### src/rtl/irq_pkg.sv
package irq_pkg;

    typedef enum logic [1:0] {
        ST_RUN,
        ST_RST_COUNT,
        ST_RST_HELD
    } arb_state_t;

    localparam int unsigned REG_AW = 3;

    localparam logic [REG_AW-1:0] A_FLAG = 3'd0;
    localparam logic [REG_AW-1:0] A_EN   = 3'd1;
    localparam logic [REG_AW-1:0] A_SET  = 3'd2;
    localparam logic [REG_AW-1:0] A_CLR  = 3'd3;
    localparam logic [REG_AW-1:0] A_CTRL = 3'd4;

endpackage

### src/rtl/irq_edge.sv
module irq_edge #(
    parameter int unsigned W = 13
) (
    input  logic         clk,
    input  logic         rst_n,
    input  logic [W-1:0] level_i,
    output logic [W-1:0] rise_o
);
    logic [W-1:0] prev_q;

    for (genvar g = 0; g < W; g++) begin : g_bit
        always_ff @(posedge clk or negedge rst_n) begin
            if (!rst_n) prev_q[g] <= 1'b0;
            else        prev_q[g] <= level_i[g];
        end
        assign rise_o[g] = level_i[g] & ~prev_q[g];
    end
endmodule

### src/rtl/irq_pick.sv
module irq_pick #(
    parameter int unsigned W = 12,
    localparam int unsigned IDX_W = (W > 1) ? $clog2(W) : 1
) (
    input  logic [W-1:0]     req_i,
    output logic             any_o,
    output logic [IDX_W-1:0] idx_o
);
    always_comb begin
        any_o = 1'b0;
        idx_o = '0;
        for (int i = W - 1; i >= 0; i--) begin
            if (req_i[i]) begin
                any_o = 1'b1;
                idx_o = IDX_W'(i);
            end
        end
    end
endmodule

### src/rtl/irq_arbiter.sv
module irq_arbiter
    import irq_pkg::*;
#(
    parameter int unsigned NUM_LINES  = 16,
    parameter int unsigned FIRST_MASK = 4,
    parameter int unsigned NMI_NUM    = 1,
    parameter int unsigned RST_HOLD   = 10
) (
    input  logic                              clk,
    input  logic                              sys_rst_n,
    input  logic                              cpu_rst_n,
    input  logic                              nmi_in,
    input  logic [NUM_LINES-FIRST_MASK-1:0]   irq_in,
    input  logic                              wr_en,
    input  logic [2:0]                        wr_addr,
    input  logic [NUM_LINES-1:0]              wr_data,
    input  logic [2:0]                        rd_addr,
    output logic [NUM_LINES-1:0]              rd_data,
    output logic                              int_ack,
    output logic [$clog2(NUM_LINES)-1:0]      int_num
);
    localparam int unsigned MASK_CNT = NUM_LINES - FIRST_MASK;
    localparam int unsigned NUM_W    = $clog2(NUM_LINES);
    localparam int unsigned IDX_W    = (MASK_CNT > 1) ? $clog2(MASK_CNT) : 1;
    localparam int unsigned CNT_W    = $clog2(RST_HOLD + 1);

    arb_state_t           state;
    logic [CNT_W-1:0]     low_cnt;
    logic [MASK_CNT-1:0]  mflag, ie, mrise, wr_set, wr_clr, take_vec;
    logic                 nflag, nrise, gie, nmie;
    logic [MASK_CNT:0]    rise_all;
    logic                 pick_any;
    logic [IDX_W-1:0]     pick_idx;
    logic                 arb_live, nmi_take, mask_take, rst_take;
    logic                 unused_wr_bits;

    assign unused_wr_bits = ^wr_data[FIRST_MASK-1:2];

    irq_edge #(.W(MASK_CNT + 1)) u_edge (
        .clk     (clk),
        .rst_n   (sys_rst_n),
        .level_i ({irq_in, nmi_in}),
        .rise_o  (rise_all)
    );
    assign mrise = rise_all[MASK_CNT:1];
    assign nrise = rise_all[0];

    irq_pick #(.W(MASK_CNT)) u_pick (
        .req_i (mflag & ie),
        .any_o (pick_any),
        .idx_o (pick_idx)
    );

    assign wr_set = (wr_en && wr_addr == A_SET) ? wr_data[NUM_LINES-1:FIRST_MASK] : '0;
    assign wr_clr = (wr_en && wr_addr == A_CLR) ? wr_data[NUM_LINES-1:FIRST_MASK] : '0;

    assign arb_live  = (state == ST_RUN);
    assign nmi_take  = arb_live && nmie && nflag;
    assign mask_take = arb_live && !nmi_take && gie && nmie && pick_any;
    assign rst_take  = (state == ST_RST_COUNT) && !cpu_rst_n
                       && (low_cnt == CNT_W'(RST_HOLD - 1));

    always_comb begin
        for (int i = 0; i < int'(MASK_CNT); i++)
            take_vec[i] = mask_take && (pick_idx == IDX_W'(i));
    end

    // state register
    always_ff @(posedge clk or negedge sys_rst_n) begin
        if (!sys_rst_n) begin
            state   <= ST_RUN;
            low_cnt <= '0;
        end else begin
            unique case (state)
                ST_RUN: begin
                    if (!cpu_rst_n) begin
                        state   <= ST_RST_COUNT;
                        low_cnt <= CNT_W'(1);
                    end
                end
                ST_RST_COUNT: begin
                    if (cpu_rst_n)     state   <= ST_RUN;
                    else if (rst_take) state   <= ST_RST_HELD;
                    else               low_cnt <= low_cnt + CNT_W'(1);
                end
                ST_RST_HELD: begin
                    if (cpu_rst_n) state <= ST_RUN;
                end
                default: state <= ST_RUN;
            endcase
        end
    end

    // outputs
    always_ff @(posedge clk or negedge sys_rst_n) begin
        if (!sys_rst_n) begin
            int_ack <= 1'b0;
            int_num <= '0;
        end else begin
            int_ack <= rst_take || nmi_take || mask_take;
            if (rst_take)       int_num <= '0;
            else if (nmi_take)  int_num <= NUM_W'(NMI_NUM);
            else if (mask_take) int_num <= NUM_W'(pick_idx) + NUM_W'(FIRST_MASK);
            else                int_num <= '0;
        end
    end

    // flag, enable and control storage
    always_ff @(posedge clk or negedge sys_rst_n) begin
        if (!sys_rst_n) begin
            mflag <= '0;
            nflag <= 1'b0;
            ie    <= '0;
            gie   <= 1'b0;
            nmie  <= 1'b0;
        end else if (rst_take) begin
            mflag <= '0;
            nflag <= 1'b0;
            ie    <= '0;
            gie   <= 1'b0;
            nmie  <= 1'b0;
        end else begin
            mflag <= (mflag & ~wr_clr & ~take_vec) | mrise | wr_set;
            nflag <= (nflag & ~nmi_take) | nrise;
            if (wr_en && wr_addr == A_EN)
                ie <= wr_data[NUM_LINES-1:FIRST_MASK];
            if (wr_en && wr_addr == A_CTRL) begin
                gie  <= wr_data[0];
                nmie <= wr_data[1];
            end
            if (mask_take) gie <= 1'b0;
        end
    end

    always_comb begin
        rd_data = '0;
        unique case (rd_addr)
            A_FLAG: begin
                rd_data[NUM_LINES-1:FIRST_MASK] = mflag;
                rd_data[NMI_NUM]                = nflag;
            end
            A_EN:   rd_data[NUM_LINES-1:FIRST_MASK] = ie;
            A_CTRL: begin
                rd_data[0] = gie;
                rd_data[1] = nmie;
            end
            default: rd_data = '0;
        endcase
    end

    // a maskable acknowledge needs both global and NMI enable the cycle before
    p_mask_gates_r6: assert property (@(posedge clk) disable iff (!sys_rst_n)
        (int_ack && int_num >= NUM_W'(FIRST_MASK)) |-> $past(gie && nmie));

    // global enable is already low when the maskable acknowledge appears
    p_gie_cleared_r8: assert property (@(posedge clk) disable iff (!sys_rst_n)
        (int_ack && int_num >= NUM_W'(FIRST_MASK)) |-> !gie);

    // an NMI acknowledge requires NMI enable the cycle before
    p_nmi_enabled_r9: assert property (@(posedge clk) disable iff (!sys_rst_n)
        (int_ack && int_num == NUM_W'(NMI_NUM)) |-> $past(nmie));

    // servicing reset leaves enables and control cleared and the FSM held
    p_rst_defaults_r10: assert property (@(posedge clk) disable iff (!sys_rst_n)
        (int_ack && int_num == '0) |-> (ie == '0 && !gie && !nmie && state == ST_RST_HELD));

    // number output is quiet without acknowledge
    p_num_idle_r12: assert property (@(posedge clk) disable iff (!sys_rst_n)
        !int_ack |-> int_num == '0);

endmodule

### config.mk
export PLATFORM = sky130hd
export DESIGN_NAME = irq_arbiter
export DESIGN_NICKNAME = d
export VERILOG_FILES = /design/src/rtl/irq_pkg.sv /design/src/rtl/irq_edge.sv /design/src/rtl/irq_pick.sv /design/src/rtl/irq_arbiter.sv
export SDC_FILE = /design/constraint.sdc
export NUM_CORES = 1
export LEC_CHECK = 0
export BUFFER_PORTS_ARGS = -buffer_cell sky130_fd_sc_hd__buf_4
export CAP_MARGIN = 40
export CELL_PAD_IN_SITES_DETAIL_PLACEMENT = 1
export CELL_PAD_IN_SITES_GLOBAL_PLACEMENT = 1
export CORE_MARGIN = 8
export CORE_UTILIZATION = 37
export DETAILED_ROUTE_END_ITERATION = 10
export PLACE_DENSITY = 0.85
export SETUP_SLACK_MARGIN = 0.3
export SYNTH_ARGS = -nofsm -noshare
export SYNTH_HDL_FRONTEND = slang
export SYNTH_HIERARCHICAL = 1
export SYNTH_SLANG_ARGS = --single-unit
### constraint.sdc
create_clock -name clk -period 1.98 [get_ports clk]
set_input_delay 0.099 -clock clk [delete_from_list [all_inputs] [get_ports clk]]
set_output_delay 0.099 -clock clk [all_outputs]
set_load 0.05 [all_outputs]
# Word-level counts from Yosys, hierarchy flattened
# Index checks and enable logic that the tools add are counted.
# totals
reg_bits,51
elab_cells,172
input_bits,39
output_inout_bits,21
# classes
n_mux,50
bitwise,36
reduce_logical,37
n_addsub,2
n_eq_ne,25
# ops
op,count
2-to-1 mux 4 bit,18
2-to-1 mux 12 bit,5
AND 12 bit,3
logical AND 1 bit,24
NOT 12 bit,2
OR 12 bit,2
case mux 12 bit (2 select lines),1
== test 4 bit (second input constant),5
2-to-1 mux 1 bit,19
== test 4 x 3 -> 1 bit (second input constant),4
AND 1 bit,14
NOT 1 bit,14
== test 4 x 2 -> 1 bit (second input constant),2
2-to-1 mux 2 bit,4
!= test 2 bit (second input constant),4
case mux 4 bit (2 select lines),1
== test 3 x 1 -> 1 bit (second input constant),2
== test 3 x 2 -> 1 bit (second input constant),2
== test 3 bit (second input constant),2
case mux 2 bit (3 select lines),1
nonzero test 2 bit,3
adder 4 x 1 -> 4 bit (second input constant),1
adder 4 x 3 -> 4 bit (second input constant),1
== test 4 x 1 -> 1 bit (second input constant),1
other kinds (13),15

# Longest topological paths before layout
# Gate-level depths: netlist of the first run.
# logic_depth
word_depth,20
depth_mapped,9
mapped_depth_nobuf,9

# Hierarchy
# Netlist of the first run, hierarchy kept.
# by_module_without_submodules
mod,cells_per_inst,seq_area_each_um2,n_inst,area_per_inst_um2
irq_arbiter,236,950.9,1,2143.3
irq_edge,26,325.3,1,504.2
irq_pick,22,0.0,1,128.9

# Worst setup path after synthesis of the first run
# No wires, ideal clock.
# synth_path
kind,register to register
startpoint,register mflag[6]
endpoint,register int_ack
setup_time_ns,0.124
period_less_slack_ns,1.912
path_stages_with_launch,8
setup_slack_ns,0.068
path_buffers,1
required_ns,1.856
arrival_time_ns,1.788
cell_sequence,dfrtp_1 and2_1 nor4_2 nand3_1 and3b_1 clkbuf_1 and2_2 a211o_2
# synth_via
elab_chain_len,10
# synth_rtl
element,line_no,source
from (decl),irq_arbiter.sv:29,"logic [MASK_CNT-1:0] mflag, ie, mrise, wr_set, wr_clr, take_vec;"
from (signal assigned),irq_arbiter.sv:123,mflag <= (mflag & ~wr_clr & ~take_vec) | mrise | wr_set;
AND 12 bit,irq_arbiter.sv:49,".req_i (mflag & ie),"
2-to-1 mux 1 bit (7 in a row),irq_pick.sv:13,if (req_i[i]) begin
net pick_any,irq_arbiter.sv:32,logic pick_any;
logical AND 1 bit,irq_arbiter.sv:59,assign mask_take = arb_live && !nmi_take && gie && nmie && pick_any;
logical OR 1 bit,irq_arbiter.sv:100,int_ack <= rst_take || nmi_take || mask_take;
to (signal assigned),irq_arbiter.sv:100,
to (decl),irq_arbiter.sv:19,"output logic int_ack,"
# The timed path passes the listed nets, and every way through them passes these cells.
# A chain may end at the register's enable or synchronous reset.

# Worst setup path after layout of the first run
# layout_path
startpoint,register mflag[6]
endpoint,register mflag[3]
# layout_via
elab_chain_len,15
word_cells_on_any_way,23
cone_classes,1 x eq/ne; 15 x mux; 5 x bitwise; 2 x reduce/logical
# layout_rtl
element,line_no,source
AND 12 bit,irq_arbiter.sv:49,
2-to-1 mux 4 bit (7 in a row),irq_pick.sv:13,
net pick_idx[0],irq_arbiter.sv:33,logic [IDX_W-1:0] pick_idx;
== test 4 x 2 -> 1 bit,irq_arbiter.sv:65,take_vec[i] = mask_take && (pick_idx == IDX_W'(i));
logical AND 1 bit,irq_arbiter.sv:65,
NOT 12 bit,irq_arbiter.sv:123,
AND 12 bit,irq_arbiter.sv:123,
OR 12 bit (2 in a row),irq_arbiter.sv:123,
2-to-1 mux 12 bit,irq_arbiter.sv:116,end else if (rst_take) begin
# The timed path passes the listed nets, and every way through them passes these cells.

==> flow_metrics.env, run 1 <==
export IMPL_status="finished, violations left"
export IMPL_violations="setup timing"
export IMPL_diodes=0
export IMPL_clock_sinks=51
export IMPL_path_class="flop to flop"
export IMPL_syn_area_per_cell_sq_um=9.78
export IMPL_fp_row_count=31
export IMPL_cpLargestDelayFamily="compound AO/OA/AOI/OAI gates"
export IMPL_clkTransAtPathRegs_ps=100
export IMPL_holdCritPathClass="input pin to flop"
export IMPL_clockBufferDepth=2
export IMPL_power_density_mw_per_mm2=910
export IMPL_fin_crit_ps=2080
export IMPL_holdWs_ps=35.8
export IMPL_syn_inst=284
export IMPL_setup_viol_count_final=8
export IMPL_min_path_cells=3
export IMPL_io_pins=60
export IMPL_grt_max_degree=52
export IMPL_area_growth_pct=37.4
export IMPL_drv_cap=0
export IMPL_cp_required_ps=2170
export IMPL_grt_pass1_vias=2666
export IMPL_ff2ff_path_depth=8
export IMPL_ys_seq_area_frac=0.460
export IMPL_ys_ff_latch=51
export IMPL_clock_latency_ps=320
export IMPL_grt_pass1_wl_um=13600
export IMPL_cts_root_buf="clkbuf_8"
export IMPL_synthDistinctLibCells=43
export IMPL_p_leak_nw=1.71
export IMPL_dp_cells=432
export IMPL_period_share=1.05
export IMPL_final_cells=471
export IMPL_crit_buf_inv=0
export IMPL_fin_area_sq_mm=0.00381
export IMPL_worst_path_max_delay_cell="dfrtp_1"
export IMPL_cp_max_fo=5
export IMPL_crit_path_frequent_cell="o21ai_1"
export IMPL_synthFlopType="dfrtp_1"
export IMPL_drc=0
export IMPL_finalNetCount=415
export IMPL_grt_overflow=0
export IMPL_synth_edf_count=0
export IMPL_path_cells="and2_2, nor3_1, o21ai_1, o21ai_1, o31a_1, nand2_2, o211ai_1, a21oi_1"
export IMPL_synthArstFlopShare=1.00
export IMPL_placed_area_sq_mm=0.00333
export IMPL_rsz0062_at_grt="yes"
export IMPL_via_per_inst=5.31
export IMPL_drtPass1Iterations=4
export IMPL_die_w_um=103
export IMPL_die_area_sq_mm=0.0105
export IMPL_dr_first_iter_drc_count=78
export IMPL_antenna_found_initial=0
export IMPL_port_buffers=55
export IMPL_nFillCells=837
export IMPL_max_slew_margin_rel=0.553
export IMPL_place_gp_congestion=0.795
export IMPL_max_freq_mhz=481
export IMPL_start_util=0.383
export IMPL_synth_area_sq_mm=0.00278
export IMPL_fp_coreArea_sq_mm=0.00725
export IMPL_ant_nets=0
export IMPL_tightest_slew_ps=670
export IMPL_routed_wl_um=8910
export IMPL_hpwl_um=5870
export IMPL_h_tree_depth=2
export IMPL_final_setup_tns_ps=-343
export IMPL_wl_per_cell_um=18.9
export IMPL_tritoncts="done"
export IMPL_end_kind="flop"
export IMPL_vias=2499
export IMPL_die_y_um=103
export IMPL_crit_path_max_incr_delay_ps=400
export IMPL_skew_ps=10.3
export IMPL_grt_usage=0.168
export IMPL_cts_buffers=5
export IMPL_start_kind="flop"
export IMPL_layout_drive_gt1_share=0.390
export IMPL_ir_drop_v=0.000398
export IMPL_worstPathArrival_ps=2270
export IMPL_worstSetupPathDepth=8
export IMPL_hold_viol=0
export IMPL_fin_ws_ps=-97.8
export IMPL_drv_slew=0
export IMPL_yosysWarnings=6
power by group:
group	internal, W	switching (W)
sequential	0.00120	0.000137
combinational	0.000666	0.000808
clock	0.000288	0.000373
synth_stat cells, drive strengths merged, types with 2 or more instances:
master,n,share of area
nand3,5,0.0090
mux2i,15,0.054
o211ai,9,0.024
nor3,7,0.017
ha,5,0.023
nand2b,2,0.0045
clkbuf,4,0.0054
o21ai,5,0.0090
nand2,42,0.057
and4bb,2,0.0090
o311ai,2,0.0063
a21oi,42,0.076
dfrtp,51,0.46
a211o,2,0.0072
and2,13,0.030
nor4,3,0.011
o31ai,3,0.0081
nor2,22,0.030
nor2b,17,0.073
buf,9,0.023
and3,3,0.0081
inv,8,0.011
state kept, by name, summed over array words and instances, names as in the netlist:
name and count:
gie 1, ie 12, int_ack 1, int_num 4
low_cnt 4, mflag 12, nflag 1, nmie 1
state 2, u_edge/prev_q 13
area by class of cell:
class | count | area [sq um] | share of cell area
Clock buffer | 7 | 86.3 | 0.0226
Inverter | 8 | 30.0 | 0.00787
Multi-Input combinational cell | 213 | 1560 | 0.408
Timing Repair Buffer | 92 | 732 | 0.192
Tap cell | 99 | 124 | 0.0325
Clock inverter | 1 | 8.76 | 0.00230
Sequential cell | 51 | 1280 | 0.335
cell usage in the layout (no fill, tap or decap), drive strengths merged, types with 3 or more instances in the layout:
cell type / n
a21oi: 42
and2: 13
and3: 3
buf: 77
clkbuf: 7
dfrtp: 51
dlygate4sd3: 15
ha: 5
inv: 8
mux2i: 15
nand2: 42
nand3: 5
nor2: 22
nor2b: 17
nor3: 7
nor4: 3
o211ai: 9
o21ai: 5
o31ai: 3
what timing repair did:
action / 4_1_cts / 5_1_grt
hold buffers: 15 / 0
pin swaps: 7 / 6
gates resized for setup: 19 / 9
endpoints found under the hold margin: 65 / 0
buffers inserted: 8 / 8
endpoints found under the setup margin: 17 / 18
metrics by stage:
step	utilization	power (W)	worst slack (ps)
6_report	0.526	0.00347	-97.8
5_1_grt	0.526	0.00363	-172
4_1_cts	0.513	0.00333	28.7
3_5_place_dp	0.460	0.00247	-42.8
3_3_place_gp	0.460	0.00241	76.6
2_1_floorplan	-	0.00208	210
worst min-delay path, cell delays in order:
cell     delay (ps)
buf_4            80
mux2i_1          60
nor2_1           80
worst paths after layout:
kind                              end  slack, ps        from
max                          mflag[3]       -100    mflag[6]
min                              nmie         40  wr_data[1]
max reg2reg                  mflag[3]       -100    mflag[6]
min reg2reg                low_cnt[0]        540  low_cnt[0]
max in group asynchronous  int_num[2]       1180   sys_rst_n
min in group asynchronous  low_cnt[1]        360   sys_rst_n
cell families after synthesis:
logic type / share of synthesized area
AOI/OAI and AO/OA: 0.145
adders and majority gates: 0.0225
buffers and inverters: 0.0397
DFF: 0.460
muxes: 0.0541
other: 0.00135
and+or+nand+nor: 0.278
routing by layer:
| metal | wire length, um | part of all wire | vias up | GRT usage |
|---|---|---|---|---|
| met5 | 0 | 0 | - | 0 |
| met4 | 238 | 0.027 | 0 | 0.0655 |
| met3 | 397 | 0.045 | 19 | 0.0371 |
| met2 | 4530 | 0.51 | 59 | 0.286 |
| met1 | 3740 | 0.42 | 1269 | 0.201 |
| li1 | - | - | 1152 | - |
Note: power is estimated with default switching activity, not from simulation.
==> run 2, diff against run 1 <==
Settings changed: SYNTH_HIERARCHICAL 1 to default.
==> run 2 against run 1 <==
Non-clock buffer count increased by 11. Routed wire length is 26% higher. Sequential power increased by 16%. Critical path depth shrank 4. Power grew 33%. Sequential share of layout area down 1.2 points. The run now ends clean. Largest cell class unchanged. Highest routed layer unchanged. Cell count grew 3.4%. Clock skew fell by 3.2 ps. Critical endpoint is now mflag[2]. Maximum frequency grew 8.8%.
==> flow_metrics.env, run 2 <==
export IMPL_status="finished clean"
export IMPL_skew_ps=7.12
export IMPL_grt_overflow=0
export IMPL_grt_max_degree=52
export IMPL_tightest_slew_ps=692
export IMPL_finalNetCount=431
export IMPL_vias=2829
export IMPL_hpwl_um=6720
export IMPL_largest_register="u_edge.prev_q"
export IMPL_synth_area_top_cells="dfrtp_1 45%, nand2_1 6.1%, mux2i_1 5.3%"
export IMPL_cp_required_ps=2170
export IMPL_port_buffers=55
export IMPL_multi_input_area_sq_mm=0.00159
export IMPL_clock_sinks=51
export IMPL_grt_pass1_wl_um=15700
export IMPL_period_share=0.964
export IMPL_ff_latch_area_sq_mm=0.00128
export IMPL_hold_viol=0
export IMPL_drc=0
export IMPL_synth_compound_area_frac=0.203
export IMPL_synth_top_area_cell="dfrtp_1"
export IMPL_dr_first_iter_drc_count=251
export IMPL_setup_viol_count_final=0
export IMPL_tritoncts="done"
export IMPL_ys_ff_latch=51
export IMPL_holdCritPathClass="input pin to flop"
export IMPL_rsz0062_at_grt="yes"
export IMPL_synthFlopType="dfrtp_1"
export IMPL_worst_path_max_delay_cell="a32oi_1"
export IMPL_synthMuxAreaShare=0.0614
export IMPL_die_area_sq_mm=0.0106
export IMPL_drv_cap=0
export IMPL_largest_reg_flops=13
export IMPL_end_kind="flop"
export IMPL_synth_fa_ha_area_frac=0.0223
export IMPL_max_freq_mhz=524
export IMPL_power_density_mw_per_mm2=1170
export IMPL_diodes=0
export IMPL_io_pins=60
export IMPL_crit_path_max_incr_delay_ps=590
export IMPL_worstPathArrival_ps=2100
export IMPL_fp_coreArea_sq_mm=0.00729
export IMPL_die_y_um=103
export IMPL_fin_ws_ps=70.4
export IMPL_cpLargestDelayFamily="compound AO/OA/AOI/OAI gates"
export IMPL_drtPass1Iterations=6
export IMPL_top_regs="u_edge.prev_q: 13 flops, ie: 12 flops, mflag: 12 flops"
export IMPL_ir_drop_v=0.000370
export IMPL_routed_wl_um=11200
export IMPL_antenna_found_initial=0
export IMPL_holdWs_ps=74.4
export IMPL_grt_pass1_vias=2933
export IMPL_place_gp_congestion=0.808
export IMPL_max_slew_margin_rel=0.532
export IMPL_synthArstFlopShare=1.00
export IMPL_yosys_top_cells_count="51 x dfrtp_1, 46 x nand2_1, 21 x nor2_1"
export IMPL_ys_seq_area_frac=0.454
export IMPL_syn_inst=291
export IMPL_wl_per_cell_um=23.1
export IMPL_synth_edf_count=0
export IMPL_clkTransAtPathRegs_ps=90
export IMPL_yosysMostFrequentCell="dfrtp_1"
export IMPL_syn_area_per_cell_sq_um=9.66
export IMPL_start_util=0.386
export IMPL_synthXorXnorAreaFrac=0
export IMPL_crit_buf_inv=1
export IMPL_final_core_util=0.544
export IMPL_final_common_cell="buf_4"
export IMPL_clockBufferDepth=2
export IMPL_synthSimpleGateAreaFrac=0.205
export IMPL_synth_area_sq_mm=0.00281
export IMPL_die_w_um=103
export IMPL_h_tree_depth=2
export IMPL_yosysWarnings=0
export IMPL_path_cells="buf_4, a32oi_1, a21oi_2, a31oi_1"
export IMPL_ant_nets=0
export IMPL_synthDistinctLibCells=46
export IMPL_path_class="flop to flop"
export IMPL_mostFrequentLayoutCells="86 x buf_4, 50 x dfrtp_1, 42 x nand2_1, 19 x nor2_1"
export IMPL_start_kind="flop"
export IMPL_fp_row_count=31
export IMPL_cts_root_buf="clkbuf_8"
export IMPL_cts_buffers=5
export IMPL_clock_latency_ps=310
export IMPL_pre_cts_ws_ps=-42.5
export IMPL_fin_crit_ps=1910
export IMPL_nFillCells=851
export IMPL_drv_slew=0
export IMPL_synth_top_area_frac=0.454
export IMPL_layout_drive_gt1_share=0.394
export IMPL_p_leak_nw=1.81
export IMPL_cp_max_fo=4
export IMPL_via_per_inst=5.81
export IMPL_area_growth_pct=41.0
export IMPL_grt_usage=0.191
export IMPL_synth_top_family_by_area="simple AND/OR/NAND/NOR gates"
run 2: cell count changes after synthesis, sizes merged, moves of 10 or more:
| cell | previous run | this run |
|---|---|---|
| a21oi | 42 | 15 |
| and2 | 13 | 3 |
| nor2b | 17 | 3 |
| or2 | 1 | 13 |
| a221oi | 0 | 12 |
run 2: power breakdown:
part           internal [W]  switching, W  total (W)
combinational       0.00104       0.00144    0.00248
clock              0.000249      0.000350   0.000600
sequential          0.00128      0.000263    0.00154
total               0.00257       0.00205    0.00462
run 2: area by class of cell:
class                   count  area share
inverters                  17      0.0180
repair buffers            103       0.206
flip-flops and latches     51       0.322
well taps                  99      0.0313
multi-input cells         209       0.402
clock inverters             1     0.00126
clock buffers               7      0.0193
run 2: worst min-delay path, cell delays in order:
cell and delay, ps:
buf_4 80, mux2i_1 60, nor2_1 100
run 2: kinds of logic after synthesis:
group,count (synthesis)
AOI/OAI and AO/OA,74
adders and majority gates,5
buffers and inverters,32
DFF,51
muxes,17
other,1
and+or+nand+nor,111
run 2: through the flow:
| stage | setup TNS (ps) | total power [W] | instance area [sq um] | std cells |
|---|---|---|---|---|
| floorplan | 0 | 0.00261 | 2820 | 292 |
| finish | 0 | 0.00462 | 3960 | 487 |
| global placement | 0 | 0.00315 | 3350 | 442 |
| detailed placement | -49.0 | 0.00326 | 3350 | 442 |
| global route | 0 | 0.00483 | 3960 | 487 |
| CTS | 0 | 0.00415 | 3770 | 477 |
run 2: what timing repair did:
item                       4_1_cts  5_1_grt
setup buffers                   12        9
gates resized for setup         24       27
gates cloned                     0        1
hold endpoints to repair        65        0
hold buffers                    15        0
pin swaps                       11        4
setup endpoints to repair       22       21
run 2: path summary, 6_finish.rpt:
kind | slack (ps) | end | cells after the start | start
worst min register to register | 520 | nflag | 2 | u_edge.prev_q[0]
max in group asynchronous | 1150 | state[0] | 2 | sys_rst_n
worst max-delay path | 70 | mflag[2] | 4 | mflag[2]
worst min-delay path | 70 | nmie | 3 | wr_data[1]
worst max register to register | 70 | mflag[2] | 4 | mflag[2]
min in group asynchronous | 370 | int_num[3] | 2 | sys_rst_n
run 2: routing by layer:
layer / wire [um] / vias to the layer above / GRT usage
met1: 4430 / 1419 / 0.242
li1: - / 1238 / -
met4: 425 / 0 / 0.0779
met5: 0 / - / 0
met2: 5580 / 136 / 0.318
met3: 792 / 36 / 0.0308
